$ cat src/rtl/ser3_pkg.sv
package ser3_pkg;

  typedef enum logic [2:0] {
    PH_IDLE,
    PH_SETUP,
    PH_CSL,
    PH_STRB,
    PH_REL,
    PH_GAP
  } phy_st_t;

  typedef enum logic [1:0] {
    SQ_RESYNC,
    SQ_IDLE,
    SQ_ADDR,
    SQ_DATA
  } seq_st_t;

endpackage

$ cat src/rtl/ser3_bit_phy.sv
// One framed bit cycle: setup, chip select low, strobe pulse, release, gap.
module ser3_bit_phy
  import ser3_pkg::*;
#(
  parameter int US = 200
) (
  input  logic clk,
  input  logic rst,
  input  logic start,
  input  logic is_read,
  input  logic wbit,
  output logic bdone,
  output logic rbit,
  output logic cs_n,
  output logic wr_n,
  output logic rd_n,
  output logic dio_out,
  output logic dio_oe,
  input  logic dio_in
);

  localparam int CW = $clog2(2 * US + 1);
  localparam logic [CW-1:0] T_LAST = CW'(US - 1);
  localparam logic [CW-1:0] R_LAST = CW'(2 * US - 1);

  phy_st_t       st;
  logic [CW-1:0] cnt;
  logic          rd_mode;

  always_ff @(posedge clk) begin
    if (rst) begin
      st      <= PH_IDLE;
      cnt     <= '0;
      rd_mode <= 1'b0;
      cs_n    <= 1'b1;
      wr_n    <= 1'b1;
      rd_n    <= 1'b1;
      dio_out <= 1'b1;
      dio_oe  <= 1'b1;
      bdone   <= 1'b0;
      rbit    <= 1'b0;
    end else begin
      bdone <= 1'b0;
      case (st)
        PH_IDLE: begin
          if (start) begin
            rd_mode <= is_read;
            dio_oe  <= ~is_read;
            dio_out <= is_read ? 1'b1 : wbit;
            st      <= PH_SETUP;
          end
        end
        PH_SETUP: begin
          cs_n <= 1'b0;
          st   <= PH_CSL;
        end
        PH_CSL: begin
          if (rd_mode) rd_n <= 1'b0;
          else         wr_n <= 1'b0;
          cnt <= '0;
          st  <= PH_STRB;
        end
        PH_STRB: begin
          cnt <= cnt + 1'b1;
          if (rd_mode) begin
            if (cnt == T_LAST) rbit <= dio_in;
            if (cnt == R_LAST) begin
              rd_n <= 1'b1;
              st   <= PH_REL;
            end
          end else if (cnt == T_LAST) begin
            wr_n <= 1'b1;
            st   <= PH_REL;
          end
        end
        PH_REL: begin
          cs_n    <= 1'b1;
          dio_oe  <= 1'b1;
          dio_out <= 1'b1;
          cnt     <= '0;
          st      <= PH_GAP;
        end
        PH_GAP: begin
          cnt <= cnt + 1'b1;
          if (cnt == T_LAST) begin
            st    <= PH_IDLE;
            bdone <= 1'b1;
          end
        end
        default: st <= PH_IDLE;
      endcase
    end
  end

endmodule

$ cat src/rtl/ser3_seq.sv
// Transaction sequencer: resync reads, address phase, optional data phase.
module ser3_seq
  import ser3_pkg::*;
#(
  parameter int                 AW       = 4,
  parameter int                 DW       = 8,
  parameter int                 RN       = 8,
  parameter logic [(1<<AW)-1:0] CMD_MASK = '0
) (
  input  logic          clk,
  input  logic          rst,
  input  logic          req,
  input  logic [AW-1:0] req_addr,
  input  logic [DW-1:0] req_wdata,
  input  logic          req_write,
  output logic          busy,
  output logic          done,
  output logic [DW-1:0] rdata,
  input  logic          bdone,
  input  logic          rbit,
  output logic          start,
  output logic          is_read,
  output logic          wbit
);

  localparam int MAXN = (RN > DW) ? ((RN > AW) ? RN : AW) : ((DW > AW) ? DW : AW);
  localparam int IW   = $clog2(MAXN + 1);

  seq_st_t       st;
  logic [IW-1:0] idx;
  logic          waiting;
  logic [AW-1:0] a_sh;
  logic [DW-1:0] w_sh;
  logic [DW-1:0] r_sh;
  logic [DW-1:0] r_nxt;
  logic          t_wr;
  logic          t_cmd;

  assign r_nxt = {rbit, r_sh[DW-1:1]};

  always_ff @(posedge clk) begin
    if (rst) begin
      st      <= SQ_RESYNC;
      idx     <= '0;
      waiting <= 1'b0;
      busy    <= 1'b1;
      done    <= 1'b0;
      start   <= 1'b0;
      is_read <= 1'b1;
      wbit    <= 1'b1;
      a_sh    <= '0;
      w_sh    <= '0;
      r_sh    <= '0;
      rdata   <= '0;
      t_wr    <= 1'b0;
      t_cmd   <= 1'b0;
    end else begin
      start <= 1'b0;
      done  <= 1'b0;
      case (st)
        SQ_RESYNC: begin
          if (!waiting) begin
            start   <= 1'b1;
            is_read <= 1'b1;
            waiting <= 1'b1;
          end else if (bdone) begin
            waiting <= 1'b0;
            if (idx == IW'(RN - 1)) begin
              idx  <= '0;
              busy <= 1'b0;
              st   <= SQ_IDLE;
            end else begin
              idx <= idx + 1'b1;
            end
          end
        end
        SQ_IDLE: begin
          if (req) begin
            a_sh  <= req_addr;
            w_sh  <= req_wdata;
            t_wr  <= req_write;
            t_cmd <= CMD_MASK[req_addr];
            idx   <= '0;
            busy  <= 1'b1;
            st    <= SQ_ADDR;
          end
        end
        SQ_ADDR: begin
          if (!waiting) begin
            start   <= 1'b1;
            is_read <= 1'b0;
            wbit    <= a_sh[0];
            waiting <= 1'b1;
          end else if (bdone) begin
            waiting <= 1'b0;
            a_sh    <= a_sh >> 1;
            if (idx == IW'(AW - 1)) begin
              idx <= '0;
              if (t_cmd) begin
                busy <= 1'b0;
                done <= 1'b1;
                st   <= SQ_IDLE;
              end else begin
                st <= SQ_DATA;
              end
            end else begin
              idx <= idx + 1'b1;
            end
          end
        end
        SQ_DATA: begin
          if (!waiting) begin
            start   <= 1'b1;
            is_read <= ~t_wr;
            wbit    <= w_sh[0];
            waiting <= 1'b1;
          end else if (bdone) begin
            waiting <= 1'b0;
            w_sh    <= w_sh >> 1;
            r_sh    <= r_nxt;
            if (idx == IW'(DW - 1)) begin
              idx  <= '0;
              busy <= 1'b0;
              done <= 1'b1;
              st   <= SQ_IDLE;
              if (!t_wr) rdata <= r_nxt;
            end else begin
              idx <= idx + 1'b1;
            end
          end
        end
        default: st <= SQ_IDLE;
      endcase
    end
  end

endmodule

$ cat src/rtl/ser3_master.sv
module ser3_master #(
  parameter int                     ADDR_W        = 4,
  parameter int                     DATA_W        = 8,
  parameter int                     RESYNC_N      = 8,
  parameter int                     CYCLES_PER_US = 200,
  parameter logic [(1<<ADDR_W)-1:0] CMD_MASK      = 16'hC000
) (
  input  logic              clk,
  input  logic              rst,
  input  logic              req,
  input  logic [ADDR_W-1:0] req_addr,
  input  logic [DATA_W-1:0] req_wdata,
  input  logic              req_write,
  output logic              busy,
  output logic              done,
  output logic [DATA_W-1:0] rdata,
  output logic              cs_n,
  output logic              wr_n,
  output logic              rd_n,
  output logic              dio_out,
  output logic              dio_oe,
  input  logic              dio_in
);

  logic start, is_read, wbit, bdone, rbit;

  ser3_seq #(
    .AW(ADDR_W), .DW(DATA_W), .RN(RESYNC_N), .CMD_MASK(CMD_MASK)
  ) u_seq (
    .clk(clk), .rst(rst), .req(req), .req_addr(req_addr),
    .req_wdata(req_wdata), .req_write(req_write), .busy(busy),
    .done(done), .rdata(rdata), .bdone(bdone), .rbit(rbit),
    .start(start), .is_read(is_read), .wbit(wbit)
  );

  ser3_bit_phy #(
    .US(CYCLES_PER_US)
  ) u_phy (
    .clk(clk), .rst(rst), .start(start), .is_read(is_read), .wbit(wbit),
    .bdone(bdone), .rbit(rbit), .cs_n(cs_n), .wr_n(wr_n), .rd_n(rd_n),
    .dio_out(dio_out), .dio_oe(dio_oe), .dio_in(dio_in)
  );

endmodule

$ cat config.mk
export PLATFORM = sky130hd
export DESIGN_NAME = ser3_master
export DESIGN_NICKNAME = d
export VERILOG_FILES = /design/src/rtl/ser3_pkg.sv /design/src/rtl/ser3_bit_phy.sv /design/src/rtl/ser3_seq.sv /design/src/rtl/ser3_master.sv
export SDC_FILE = /design/constraint.sdc
export NUM_CORES = 1
export LEC_CHECK = 0
export BUFFER_PORTS_ARGS = -buffer_cell sky130_fd_sc_hd__clkbuf_2
export CORE_UTILIZATION = 52
export CTS_CLUSTER_SIZE = 30
export DETAILED_ROUTE_END_ITERATION = 8
export PLACE_DENSITY = 0.75
export SYNTH_ARGS = -nofsm -noshare
export SYNTH_HDL_FRONTEND = slang
export SYNTH_SLANG_ARGS = --single-unit
$ cat constraint.sdc
create_clock -name clk -period 1.8 [get_ports clk]
set_input_delay 0.27 -clock clk [delete_from_list [all_inputs] [get_ports clk]]
set_output_delay 0.27 -clock clk [all_outputs]
set_load 0.02 [all_outputs]
==> metrics.log <==
INFO  metric gp_congestion = 0.859
INFO  metric synth.ff_latch_count = 61
INFO  metric cts_buffers = 9
INFO  metric groute.usage.overall = 22.6%
INFO  metric floorplan.die.width = 75.9 um
INFO  metric netlist_area = 2840 um^2
INFO  metric first_global_vias = 2254
INFO  metric insertedDiodeCount = 0
INFO  metric reg2reg_slack = 0.11 ns
INFO  metric r2r-end = u_seq.rdata[5]
INFO  metric cts_hold_buf = 0
INFO  metric area_growth = 18.4%
INFO  metric clk-insertion-delay-late = 0.34 ns
INFO  metric post-route-min-period = 1.69 ns
INFO  metric p_sw = 944 uW
INFO  metric cts.sinks = 61
INFO  metric min_delay_path_depth = 3
INFO  metric worstPathRequired = 2.03 ns
INFO  metric cell_internal_pwr = 2130 uW
INFO  metric fin_worst_hold_slack = 0.165 ns
INFO  metric timing.reg2reg.worst_path_depth = 6
INFO  metric cellPowerDensity = 914 nW/um^2
INFO  metric status = complete, no violations
INFO  metric worst_setup_path_end_kind = flop
INFO  metric yosys.cell_count.top_type = sky130_fd_sc_hd__dfxtp_1
INFO  metric final_max_slew_viol_count = 0
INFO  metric synth.top_cells.by_area = sky130_fd_sc_hd__dfxtp_1 (43%), sky130_fd_sc_hd__mux2i_1 (7.4%), sky130_fd_sc_hd__nor2_1 (7.0%), sky130_fd_sc_hd__a21oi_1 (5.6%), sky130_fd_sc_hd__nand2_1 (4.0%)
INFO  metric post_synthesis_mean_instance_area = 8.47 um^2
INFO  metric grt_start_max_net_pins = 27
INFO  metric boundaryPins = 32
INFO  metric buffer_type_at_the_clock_tree_root = sky130_fd_sc_hd__clkbuf_8
INFO  metric timing.max_cap.violations = 0
INFO  metric design.final.nets = 404
INFO  metric post_drt_wl_per_cell = 13.0 um
INFO  metric cts.reportedPaths.clkPinSlew = 0.07 ns
INFO  metric via_count = 2463
INFO  metric postSynthNetCount = 359
INFO  metric yosysUniqueCellTypes = 48
INFO  metric initial_utilization = 54.8%
INFO  metric placeableCoreArea = 5170 um^2
INFO  metric wire_length_of_the_first_global_routing_pass = 9680 um
INFO  metric timing.critical_path.arrival = 1.92 ns
INFO  metric synth-main-ff-cell = sky130_fd_sc_hd__dfxtp_1
INFO  metric post_dp_cell_area = 3160 um^2
INFO  metric synth_largest_type_area_fraction = 43.1%
INFO  metric timing.critical_path.from_type = flop
INFO  metric floorplan.die_area = 5750 um^2
INFO  metric hold_class = in2reg
INFO  metric worst_slack = 0.109 ns
INFO  metric stdcell_area = 3360 um^2
INFO  metric fin_total_pwr = 3070 uW
INFO  metric tritoncts = built
INFO  metric synthesis.instances = 335
INFO  metric drt.antenna.violating_nets = 0
INFO  metric finalNonFillerCells = 455
INFO  metric min_to = u_seq.t_wr
INFO  metric switching_share = 30.7%
INFO  metric hpwlAfterDp = 4120 um
INFO  metric sequential_element_share_of_the_synthesized_area = 43.1%
INFO  metric tightestPinTransition = 0.448 ns
INFO  metric setup_viol = 0
INFO  metric vias_per_cell = 5.41
INFO  metric firstDrtPassIters = 4
INFO  metric combPwrFrac = 17.3%
INFO  metric min_period_over_period = 93.9%
INFO  metric clk_path_buf_depth = 2
INFO  metric critical_path.max_fanout = 8
INFO  metric post_synth_most_frequent_cells = sky130_fd_sc_hd__dfxtp_1 (61), sky130_fd_sc_hd__nor2_1 (53), sky130_fd_sc_hd__a21oi_1 (32)
INFO  metric worst_hold_start = req_write
INFO  metric worst-setup-path-type = reg2reg
INFO  metric detail_route.drc_violations = 0
INFO  metric route.final.wire_length = 5910 um
INFO  metric fraction_of_final_layout_cells_with_drive_strength_greater_than_1 = 21.3%
INFO  metric yosysWarningCount = 0
INFO  metric h-tree-depth = 3
INFO  metric placement.io_buffers = 31
INFO  metric power.clock.fraction = 33.5%
INFO  metric clock_skew = 0.00516 ns
INFO  metric worst_slew_margin_rel = 70.0%
INFO  metric finalHoldViolations = 0
INFO  metric leakage = 0.00130 uW
INFO  metric async_reset_ff_share = 0%
INFO  metric antenna_found_initial = 0
INFO  metric irDropWorstVdd = 0.444 mV
INFO  metric r2r_start = u_seq.st[0]
INFO  metric dp_slack = 0.0247 ns
INFO  metric synth-edff-count = 0
INFO  metric detailedRoute.firstIterationViolations = 144
INFO  metric power_frac_seq = 49.1%
INFO  metric die_h = 75.9 um
INFO  metric core.rowCount = 26
INFO  metric clock.fmax = 591 MHz
INFO  metric gr-total-overflow = 0
INFO  metric placed_cells_incl_taps = 438
INFO  metric synth_top_area_cell = sky130_fd_sc_hd__dfxtp_1
-- state kept, by name (all words and copies together), names as in the netlist, 2 cells and up --
signal	count
u_phy.cnt	9
u_seq.rdata	8
u_seq.w_sh	8
u_seq.r_sh	7
u_seq.a_sh	4
u_seq.idx	4
u_phy.st	3
u_seq.st	2
-- worst max-delay path by stage --
stage,slack [ns],end,start,cells after the start
floorplan,0.07,u_seq.rdata[1],u_seq.st[0],7
global placement,0.11,u_seq.busy,u_seq.st[0],7
detailed placement,0.02,u_seq.busy,u_seq.st[0],7
CTS,0.03,u_seq.rdata[5],u_seq.st[0],6
global route,-0.01,u_seq.busy,u_seq.st[0],7
finish,0.11,u_seq.rdata[5],u_seq.st[0],6
-- what timing repair did --
action                                  CTS  global route
setup buffers                             0             0
gates resized for setup                   0            10
endpoints found under the setup margin    0            24
-- cell families (layout without fill, tap and decap cells) --
family	Yosys count	in the layout	synth area share, %
simple gates	139	139	23.4
fa+ha+maj	7	7	3.09
compound gates	79	79	17.6
buf+inv	25	75	4.28
xor+xnor	3	3	1.19
mux	21	21	7.41
flops	61	61	43.1
-- metrics by stage --
step / utilization, % / setup TNS (ns)
2_1_floorplan: - / 0
3_3_place_gp: 61.1 / 0
3_5_place_dp: 61.1 / 0
4_1_cts: 64.3 / 0
5_1_grt: 64.9 / -0.0117
6_report: 64.9 / 0
-- critical path, stage by stage (launching register included) --
cell and delay (ns):
sky130_fd_sc_hd__dfxtp_2 0.37, sky130_fd_sc_hd__ha_1 0.23, sky130_fd_sc_hd__nand3_4 0.08, sky130_fd_sc_hd__or4_1 0.47, sky130_fd_sc_hd__buf_4 0.20, sky130_fd_sc_hd__mux2i_1 0.17
sky130_fd_sc_hd__nor2_1 0.06
-- area by class of cell --
type	instances	area [um^2]
Clock inverter	7	42.5
Clock buffer	9	124
Timing Repair Buffer	52	339
Sequential cell	61	1220
Inverter	7	26.3
Tap cell	70	87.6
Fill cell	424	1820
Multi-Input combinational cell	249	1510
-- power groups by stage --
stage          registers (uW)  clock network (uW)  logic [uW]
3_5_place_dp             1540                   0         527
5_1_grt                  1520                1110         581
2_1_floorplan            1510                   0         389
4_1_cts                  1500                1060         530
6_report                 1510                1030         532
3_3_place_gp             1530                   0         515
-- per-layer routing --
layer / up-vias / share of wire (%) / wire [um] / track usage [%]
met3: 12 / 2.8 / 168 / 6.22
met2: 44 / 48 / 2830 / 37.8
met5: - / 0 / 0 / 0
met1: 1133 / 48 / 2810 / 27.3
li1: 1274 / - / - / -
met4: 0 / 1.7 / 98 / 9.47
-- cells in the final DEF, fill, tap and decap left out, drive strengths merged, types with 6 or more instances in the layout --
| cell | n |
|---|---|
| a211oi | 11 |
| a21oi | 33 |
| buf | 21 |
| clkbuf | 40 |
| dfxtp | 61 |
| ha | 7 |
| inv | 6 |
| mux2i | 21 |
| nand2 | 30 |
| nand2b | 10 |
| nand3 | 11 |
| nor2 | 53 |
| nor2b | 6 |
| nor3 | 8 |
| o21ai | 11 |
No activity file was read; power rests on OpenSTA's default activity.
